==> src/rtl/cfgp_pkg.sv <==
package cfgp_pkg;

  typedef enum logic [1:0] {
    KEY_LOCKED = 2'd0,
    KEY_HALF   = 2'd1,
    KEY_OPEN   = 2'd2
  } key_state_e;

  localparam logic [7:0] REG_LDN    = 8'h07;
  localparam logic [7:0] REG_ID     = 8'h20;
  localparam logic [7:0] DEV_FIRST  = 8'h30;
  localparam logic [7:0] IDLE_BYTE  = 8'hFF;

  // Key selection for the two supported pairs.
  function automatic logic [7:0] enter_key(input logic alt);
    return alt ? 8'h88 : 8'h87;
  endfunction

  function automatic logic [7:0] exit_key(input logic alt);
    return alt ? 8'hBB : 8'hAA;
  endfunction

  // Register numbers at or above DEV_FIRST belong to a logical device.
  function automatic logic is_dev_reg(input logic [7:0] idx);
    return idx >= DEV_FIRST;
  endfunction

endpackage

==> src/rtl/cfgp_key_fsm.sv <==
module cfgp_key_fsm
  import cfgp_pkg::*;
(
  input  logic       clk,
  input  logic       rst_n,
  input  logic       alt_keys,
  input  logic       idx_wr,
  input  logic [7:0] wdata,
  output logic       cfg_open,
  output logic       idx_load
);

  key_state_e st, st_nxt;
  logic [7:0] k_enter, k_exit;
  logic       is_enter, is_exit;

  assign k_enter  = enter_key(alt_keys);
  assign k_exit   = exit_key(alt_keys);
  assign is_enter = (wdata == k_enter);
  assign is_exit  = (wdata == k_exit);

  always_comb begin
    st_nxt = st;
    if (idx_wr) begin
      unique case (st)
        KEY_LOCKED: st_nxt = is_enter ? KEY_HALF : KEY_LOCKED;
        KEY_HALF:   st_nxt = is_enter ? KEY_OPEN : KEY_LOCKED;
        KEY_OPEN:   st_nxt = is_exit  ? KEY_LOCKED : KEY_OPEN;
        default:    st_nxt = KEY_LOCKED;
      endcase
    end
  end

  always_ff @(posedge clk) begin
    if (!rst_n) st <= KEY_LOCKED;
    else        st <= st_nxt;
  end

  assign cfg_open = (st == KEY_OPEN);
  // Event: a select-port byte is taken as a register number.
  assign idx_load = cfg_open && idx_wr && !is_exit;

  // two consecutive enter keys open the space
  p_second_key_opens_r2: assert property (@(posedge clk) disable iff (!rst_n)
    (st == KEY_HALF && idx_wr && wdata == enter_key(alt_keys)) |=> cfg_open);
  // the space is never open one edge after being fully locked
  p_no_single_key_open_r2: assert property (@(posedge clk) disable iff (!rst_n)
    (st == KEY_LOCKED) |=> !cfg_open);
  // a stray byte after one key drops the progress
  p_stray_byte_relocks_r3: assert property (@(posedge clk) disable iff (!rst_n)
    (st == KEY_HALF && idx_wr && wdata != enter_key(alt_keys)) |=> (st == KEY_LOCKED));
  // the exit key always locks
  p_exit_relocks_r4: assert property (@(posedge clk) disable iff (!rst_n)
    (cfg_open && idx_wr && wdata == exit_key(alt_keys)) |=> !cfg_open);

endmodule

==> src/rtl/cfgp_cfg_regs.sv <==
module cfgp_cfg_regs
  import cfgp_pkg::*;
#(
  parameter logic [7:0] CHIP_ID = 8'hA5,
  parameter int         LDN_W   = 4
) (
  input  logic             clk,
  input  logic             rst_n,
  input  logic             cfg_open,
  input  logic             idx_load,
  input  logic             dat_wr,
  input  logic [7:0]       wdata,
  output logic [7:0]       index,
  output logic [LDN_W-1:0] ldn,
  output logic [7:0]       local_rdata
);

  logic ldn_we;

  assign ldn_we = cfg_open && dat_wr && (index == REG_LDN);

  always_ff @(posedge clk) begin
    if (!rst_n) begin
      index <= 8'h00;
      ldn   <= '0;
    end else begin
      if (idx_load) index <= wdata;
      if (ldn_we)   ldn   <= wdata[LDN_W-1:0];
    end
  end

  always_comb begin
    unique case (index)
      REG_LDN: local_rdata = 8'(ldn);
      REG_ID:  local_rdata = CHIP_ID;
      default: local_rdata = 8'h00;
    endcase
  end

  // the device number cannot move while the space is locked
  p_ldn_frozen_locked_r10: assert property (@(posedge clk) disable iff (!rst_n)
    !cfg_open |=> $stable(ldn));
  // a load event places the host byte in the register number
  p_index_takes_byte_r6: assert property (@(posedge clk) disable iff (!rst_n)
    idx_load |=> (index == $past(wdata)));
  // the register number holds without a load event
  p_index_holds_r6: assert property (@(posedge clk) disable iff (!rst_n)
    !idx_load |=> $stable(index));

endmodule

==> src/rtl/cfgp_dev_route.sv <==
module cfgp_dev_route
  import cfgp_pkg::*;
#(
  parameter int LDN_W = 4
) (
  input  logic             clk,
  input  logic             rst_n,
  input  logic             cfg_open,
  input  logic             dat_wr,
  input  logic             dat_rd,
  input  logic [7:0]       index,
  input  logic [LDN_W-1:0] ldn,
  input  logic [7:0]       wdata,
  output logic             dev_wr,
  output logic             dev_rd,
  output logic [LDN_W-1:0] dev_sel,
  output logic [7:0]       dev_reg,
  output logic [7:0]       dev_wdata,
  output logic             route_hit
);

  assign route_hit = cfg_open && is_dev_reg(index);
  assign dev_wr    = route_hit && dat_wr;
  assign dev_rd    = route_hit && dat_rd;
  assign dev_sel   = ldn;
  assign dev_reg   = index;
  assign dev_wdata = wdata;

  // no device strobe while locked
  p_strobe_needs_open_r10: assert property (@(posedge clk) disable iff (!rst_n)
    (dev_wr || dev_rd) |-> cfg_open);
  // no device strobe for a local register number
  p_strobe_range_r12: assert property (@(posedge clk) disable iff (!rst_n)
    (dev_wr || dev_rd) |-> (dev_reg >= 8'h30));

endmodule

==> src/rtl/cfgp_port_top.sv <==
module cfgp_port_top
  import cfgp_pkg::*;
#(
  parameter int                ADDR_W    = 16,
  parameter logic [ADDR_W-1:0] BASE_ADDR = 16'h002E,
  parameter logic [7:0]        CHIP_ID   = 8'hA5,
  parameter int                NUM_LDN   = 16,
  localparam int               LDN_W     = $clog2(NUM_LDN)
) (
  input  logic              clk,
  input  logic              rst_n,
  input  logic              alt_keys,
  input  logic [ADDR_W-1:0] io_addr,
  input  logic              io_wr,
  input  logic              io_rd,
  input  logic [7:0]        io_wdata,
  output logic [7:0]        io_rdata,
  output logic              cfg_open,
  output logic              dev_wr,
  output logic              dev_rd,
  output logic [LDN_W-1:0]  dev_sel,
  output logic [7:0]        dev_reg,
  output logic [7:0]        dev_wdata,
  input  logic [7:0]        dev_rdata
);

  localparam logic [ADDR_W-1:0] DATA_ADDR = BASE_ADDR + 1'b1;

  logic hit_idx, hit_dat;
  logic idx_wr, idx_rd, dat_wr, dat_rd;
  logic idx_load, route_hit;
  logic [7:0] index, local_rdata;
  logic [LDN_W-1:0] ldn;

  assign hit_idx = (io_addr == BASE_ADDR);
  assign hit_dat = (io_addr == DATA_ADDR);
  assign idx_wr  = io_wr && hit_idx;
  assign idx_rd  = io_rd && hit_idx;
  assign dat_wr  = io_wr && hit_dat;
  assign dat_rd  = io_rd && hit_dat;

  cfgp_key_fsm u_keys (
    .clk      (clk),
    .rst_n    (rst_n),
    .alt_keys (alt_keys),
    .idx_wr   (idx_wr),
    .wdata    (io_wdata),
    .cfg_open (cfg_open),
    .idx_load (idx_load)
  );

  cfgp_cfg_regs #(
    .CHIP_ID (CHIP_ID),
    .LDN_W   (LDN_W)
  ) u_regs (
    .clk         (clk),
    .rst_n       (rst_n),
    .cfg_open    (cfg_open),
    .idx_load    (idx_load),
    .dat_wr      (dat_wr),
    .wdata       (io_wdata),
    .index       (index),
    .ldn         (ldn),
    .local_rdata (local_rdata)
  );

  cfgp_dev_route #(
    .LDN_W (LDN_W)
  ) u_route (
    .clk       (clk),
    .rst_n     (rst_n),
    .cfg_open  (cfg_open),
    .dat_wr    (dat_wr),
    .dat_rd    (dat_rd),
    .index     (index),
    .ldn       (ldn),
    .wdata     (io_wdata),
    .dev_wr    (dev_wr),
    .dev_rd    (dev_rd),
    .dev_sel   (dev_sel),
    .dev_reg   (dev_reg),
    .dev_wdata (dev_wdata),
    .route_hit (route_hit)
  );

  always_comb begin
    io_rdata = IDLE_BYTE;
    if (cfg_open) begin
      if (idx_rd)      io_rdata = index;
      else if (dat_rd) io_rdata = route_hit ? dev_rdata : local_rdata;
    end
  end

  // a locked space answers every read with 0xFF
  p_locked_reads_ff_r1: assert property (@(posedge clk) disable iff (!rst_n)
    (!cfg_open && io_rd) |-> (io_rdata == 8'hFF));
  // a foreign address never changes the lock state
  p_foreign_no_lock_change_r11: assert property (@(posedge clk) disable iff (!rst_n)
    (!hit_idx && !hit_dat) |=> $stable(cfg_open));

endmodule

==> config.mk <==
export PLATFORM = sky130hd
export DESIGN_NAME = cfgp_port_top
export DESIGN_NICKNAME = d
export VERILOG_FILES = /design/src/rtl/cfgp_pkg.sv /design/src/rtl/cfgp_key_fsm.sv /design/src/rtl/cfgp_cfg_regs.sv /design/src/rtl/cfgp_dev_route.sv /design/src/rtl/cfgp_port_top.sv
export SDC_FILE = /design/constraint.sdc
export NUM_CORES = 1
export LEC_CHECK = 0
export ABC_AREA = 1
export BUFFER_PORTS_ARGS = -buffer_cell sky130_fd_sc_hd__buf_4
export CAP_MARGIN = 20
export CORE_MARGIN = 3
export CORE_UTILIZATION = 46
export CTS_BUF_LIST = sky130_fd_sc_hd__clkbuf_4 sky130_fd_sc_hd__clkbuf_8
export DETAILED_ROUTE_END_ITERATION = 8
export PLACE_DENSITY_LB_ADDON = 0.05
export SKIP_CTS_REPAIR_TIMING = 1
export SLEW_MARGIN = 0
export SYNTH_ARGS = -nofsm -noshare
export SYNTH_HDL_FRONTEND = slang
export SYNTH_SLANG_ARGS = --single-unit
==> constraint.sdc <==
create_clock -name clk -period 1.4 [get_ports clk]
set_clock_uncertainty 0.1 [all_clocks]
set_input_delay 0.07 -clock clk [delete_from_list [all_inputs] [get_ports clk]]
set_output_delay 0.07 -clock clk [all_outputs]
set_load 0.02 [all_outputs]
==> key figures, run 1 <==
Routing
  • Initial DRC Count: 61
  • Routed wire per std cell: 12.6 µm
  • Vias per cell: 5.01
  • Final WL: 4110 µm
  • DRC: 0
  • Initial DRT Pass Iterations: 4
  • Post-DRT Antenna Nets: 0
  • Total number of vias: 1627

Worst setup path
  • Crit path DAT: 1.58 ns
  • Critical R2R Launch: u_keys.st[1]
  • WP data required: 1.23 ns
  • CP Capture Type: output port
  • Worst R2R Setup Slack: -0.15 ns
  • Critical Path Source Type: flip-flop
  • Crit Reg-Reg Endpoint: u_regs.ldn[2]
  • R2R depth: 9
  • Peak fanout along the critical path: 6
  • CP Class: reg2out

Logic synthesis
  • Synth Register Bits: 14
  • Yosys warns: 0
  • Largest family of logic cells by synthesized area: simple AND/OR/NAND/NOR gates
  • Mapped Area: 0.00124 mm²
  • Synth Area in Adders: 0%
  • Seq/Total Area, Yosys: 22.5%
  • Post-synthesis mux area share: 0%
  • Post-synthesis simple-gate area fraction: 58.1%
  • Compound-cell area share of the yosys netlist: 4.72%
  • Distinct cells, synth: 19
  • Syn Nets: 250
  • Post-synthesis xor/xnor area fraction: 0.704%
  • Mean Syn Cell Area: 5.84 µm²
  • Synth Instances: 213

Timing
  • Min Hold Slack: 0.0149 ns
  • Final min period: 1.75 ns
  • Final setup viols: 24
  • Headroom to the max-slew limit: 83.6%
  • Worst-Margin Slew: 0.245 ns
  • Slew Limit Fails: 0
  • Post-route clock period utilization: 125%
  • Fmax: 0.570 GHz
  • RSZ-0062 raised after global routing: yes
  • Final setup margin: -0.354 ns
  • Final hold vios: 0

Power and ir drop
  • Sw Ratio: 24.6%
  • Static leakage: 1.09 nW
  • Clock Power Share: 33.1%
  • Internal power: 0.653 mW
  • Comb power frac: 21.0%
  • Max VDD drop: 0.000619 V
  • P per Cell Area: 410 mW/mm²
  • Net Switching: 0.213 mW
  • Reg power frac: 45.9%

Clocking
  • Skew-Pair Late Insertion Delay: 0.28 ns
  • Max clock buf depth: 2
  • TritonCTS clock tree: built
  • TritonCTS Buffers: 3
  • Root Driver: clkbuf_4
  • CTS Sinks: 14
  • H-Tree Depth: 1
  • Clock Pin Slew Worst Setup and Hold Paths: 0.08 ns

Global routing
  • Initial antenna violation count: 0
  • Met1 Use GR: 23.6%
  • Gr usage total: 19.3%
  • Pin count of the biggest net entering global routing: 21
  • GRT overflow: 0
  • GR Util met3: 3.79%
  • Met2 Usage GRT: 34.5%
  • Vias in the first global route: 1267
  • Top Usage Layer GRT: met2
  • First-pass GRT wire length: 5290 µm

Status
  • Failing checks: setup timing
  • Outcome: finished with violations

Floorplan
  • I/O pin count: 68
  • Core box area: 0.00252 mm²
  • Die height: 58.0 µm
  • Site row count: 18
  • Die area: 0.00337 mm²
  • Initial core utilization: 49.4%
  • Die W: 58.0 µm

Final layout
  • Layout cells sized above 1: 44.7%
  • Number of diodes: 0
  • Area Growth Syn to Fin: 69.7%
  • Post-Layout Cell Count: 325
  • Commonest non-fill, non-tap cell in the layout: buf_4
  • Layout net count: 333
  • Commonest cells after routing, fill and taps aside: buf_4, nand2_1, nor2_1

Flow run
  • Max-Cap Viols: 0

Place
  • RD Place Congestion: 0.895
  • Dpl hpwl: 2830 µm
  • # port buffers: 67
  • Cells after DPL: 312

Worst hold path
  • Sink of the worst hold path: u_regs.index[7]
  • Worst Hold Class: in2reg
  • Hold depth: 5
  • Worst Hold Launch: io_wdata[7]
[synthesized netlist by cell type (all sizes together)]
cell | instances | area share [%]
nand3 | 33 | 16
nor2 | 57 | 23
nand4 | 3 | 1.5
or2 | 1 | 0.70
buf | 11 | 6.4
inv | 25 | 7.5
dfxtp | 14 | 23
o21ai | 11 | 4.7
nand2 | 57 | 17
xor2 | 1 | 0.70
[registers in the layout, indices dropped and copies added, names as in the netlist]
name / count
u_regs.index: 8
u_regs.ldn: 4
u_keys.st: 2
[worst max-delay path, cell delays in order, from the launching register on]
cell,delay [ns]
dfxtp_2,0.34
or2_4,0.23
nor2_4,0.21
nand3_1,0.12
nand3_1,0.10
o21ai_0,0.08
nand2_1,0.09
buf_4,0.14
[kinds of logic after synthesis]
family,after synthesis
buffers and inverters,36
DFF,14
AOI/OAI and AO/OA,11
xor gates and xnor gates,1
and+or+nand+nor,151
[area by class of cell]
class                   instances  area [µm²]
fillers                       180         409
repair buffers                 89         771
clock buffers                   4        36.3
multi-input cells             163         887
well taps                      30        37.5
flip-flops and latches         14         288
inverters                      25        93.8
[power by group through the flow]
stage	Clock, mW	Sequential (mW)	Combinational, mW
global route	0.305	0.398	0.198
finish	0.286	0.398	0.182
floorplan	0	0.407	0.0789
detailed placement	0	0.407	0.175
CTS	0.287	0.398	0.176
global placement	0	0.407	0.173
[how the worst max path moves through the flow]
stage,cells after the start,endpoint,start,slack [ns]
final,7,io_rdata[2],u_regs.index[4],-0.35
after global routing,7,io_rdata[7],u_regs.index[3],-0.42
after CTS,7,io_rdata[5],u_regs.index[4],-0.33
after detailed placement,7,io_rdata[5],u_regs.index[4],-0.02
after global placement,7,io_rdata[7],u_regs.index[3],0.003
after floorplan,6,dev_rd,u_keys.st[1],-0.02
[through the flow]
stage / setup TNS [ns] / total power [mW] / instance area, µm² / util, % / setup slack (ns)
after floorplan: -0.0329 / 0.486 / 1250 / - / -0.0165
after global placement: 0 / 0.580 / 1830 / 72.4 / 0.00268
after detailed placement: -0.0391 / 0.582 / 1830 / 72.4 / -0.0173
after CTS: -2.40 / 0.860 / 1860 / 73.8 / -0.326
after global routing: -6.10 / 0.901 / 2110 / 83.8 / -0.419
final: -4.65 / 0.866 / 2110 / 83.8 / -0.354
[routing by layer]
layer,share of wire [%],vias up
met1,41,726
li1,-,822
met4,1.8,0
met3,7.3,10
met5,0,-
met2,50,69
(Power assumes the default switching activity.)
==> run 2, diff against run 1 <==
--- a/config.mk
+++ b/config.mk
@@ -12,7 +12,7 @@
 export CORE_UTILIZATION = 46
 export CTS_BUF_LIST = sky130_fd_sc_hd__clkbuf_4 sky130_fd_sc_hd__clkbuf_8
 export DETAILED_ROUTE_END_ITERATION = 8
-export PLACE_DENSITY_LB_ADDON = 0.05
+export PLACE_DENSITY_LB_ADDON = 0.2
 export SKIP_CTS_REPAIR_TIMING = 1
 export SLEW_MARGIN = 0
 export SYNTH_ARGS = -nofsm -noshare
==> run 2 against run 1 <==
Design area down 7.0%. Sequential power about the same. Final cell count down 1.5%. Critical path type unchanged. The run ends with hold timing, setup timing left. Largest cell class unchanged. Count of clock-buffer cells in the layout down 1. Register-to-register slack better by 0.05 ns. Non-clock buffer count down 4. Hold slack worse by 0.035 ns.
==> key figures, run 2 (synthesis gave the netlist of run 1 again) <==
Status
  • Outcome: finished with violations
  • Failing checks: hold timing, setup timing

Final layout
  • Layout cells sized above 1: 42.8%
  • Number of diodes: 0
  • Commonest cells after routing, fill and taps aside: buf_4, nand2_1, nor2_1
  • Commonest non-fill, non-tap cell in the layout: buf_4
  • Regs by FF count: u_regs.index: 8 flops, u_regs.ldn: 4 flops, u_keys.st: 2 flops
  • Post-Layout Cell Count: 320
  • Area of the multi-input gates: 841 µm²
  • Largest Register: u_regs.index
  • FF+latch area: 288 µm²
  • Area Growth Syn to Fin: 57.9%
  • Max FFs per register: 8
  • Fill cell count: 209
  • Layout net count: 329

Floorplan
  • Initial core utilization: 49.4%
  • Die W: 58.0 µm
  • Core box area: 0.00252 mm²
  • Site row count: 18
  • I/O pin count: 68
  • Die height: 58.0 µm
  • Die area: 0.00337 mm²

Power and ir drop
  • Max VDD drop: 0.000406 V
  • P per Cell Area: 404 mW/mm²
  • Static leakage: 1.04 nW

Timing
  • Fmax: 0.572 GHz
  • Post-route clock period utilization: 125%
  • Final setup viols: 23
  • Setup TNS: -2.90 ns
  • Final hold vios: 6
  • Min Hold Slack: -0.0201 ns
  • Headroom to the max-slew limit: 79.2%
  • Final min period: 1.75 ns
  • Worst-Margin Slew: 0.311 ns
  • RSZ-0062 raised after global routing: yes
  • Slew Limit Fails: 0
  • Final setup margin: -0.350 ns

Place
  • Cells after DPL: 311
  • RD Place Congestion: 0.830
  • DP Worst Slack: -0.0223 ns
  • # port buffers: 67
  • Dpl hpwl: 2710 µm

Global routing
  • Gr usage total: 19.5%
  • Initial antenna violation count: 0
  • Vias in the first global route: 1346
  • GRT overflow: 0
  • Pin count of the biggest net entering global routing: 21
  • First-pass GRT wire length: 5390 µm

Worst setup path
  • WP data required: 1.23 ns
  • Peak fanout along the critical path: 6
  • CP Capture Type: output port
  • CP Class: reg2out
  • Critical Path Source Type: flip-flop
  • Crit path DAT: 1.58 ns

Routing
  • DRC: 0
  • Vias per cell: 4.96
  • Total number of vias: 1586
  • Initial DRT Pass Iterations: 4
  • Final WL: 3620 µm
  • Post-DRT Antenna Nets: 0
  • Initial DRC Count: 74
  • Routed wire per std cell: 11.3 µm

Flow run
  • Max-Cap Viols: 0

Clocking
  • CTS Sinks: 14
  • Clock Pin Slew Worst Setup and Hold Paths: 0.08 ns
  • Max clock buf depth: 2
  • Root Driver: clkbuf_4
  • H-Tree Depth: 1
  • TritonCTS clock tree: built
  • Skew-Pair Late Insertion Delay: 0.28 ns
  • TritonCTS Buffers: 3

Worst hold path
  • Worst Hold Class: in2reg
## run 2: layer usage
| layer | part of all wire [%] | track usage, % | up-vias |
|---|---|---|---|
| met5 | 0 | 0 | - |
| met4 | 1.4 | 4.97 | 0 |
| met3 | 9.6 | 1.11 | 7 |
| met2 | 51 | 36.3 | 78 |
| met1 | 38 | 24.2 | 685 |
| li1 | - | - | 816 |
## run 2: worst max-delay path, stage by stage (launching register included)
cell and delay, ns:
dfxtp_2 0.34, or2_4 0.23, nor2_4 0.17, nand3_2 0.13, nand2_1 0.09, o21ai_0 0.09, nand3_1 0.11, buf_4 0.14
## run 2: area by class of cell
cell class | count | area share [%]
Multi-Input combinational cell | 163 | 42.8
Timing Repair Buffer | 85 | 34.8
Sequential cell | 14 | 14.6
Inverter | 25 | 4.77
Tap cell | 30 | 1.91
Clock buffer | 3 | 1.15
## run 2: path summary, 6_finish.rpt
path | startpoint | endpoint | slack [ns] | cells after the start
hold reg to reg | u_regs.index[5] | u_regs.index[5] | 0.41 | 2
hold / removal | rst_n | u_keys.st[1] | -0.02 | 3
setup / recovery | u_regs.index[4] | io_rdata[5] | -0.35 | 7
setup reg to reg | u_keys.st[1] | u_regs.index[0] | -0.10 | 9
## run 2: report_power, final
part	internal [mW]	switching, mW
clock network	0.0997	0.118
registers	0.398	0.00000000289
logic	0.0955	0.0834
total	0.593	0.201
## run 2: per-stage QoR
stage	util, %	cell area [µm²]	power, mW
floorplan	-	1250	0.486
global placement	72.1	1820	0.581
detailed placement	72.1	1820	0.583
CTS	73.0	1840	0.790
global route	77.9	1970	0.829
finish	77.9	1970	0.794
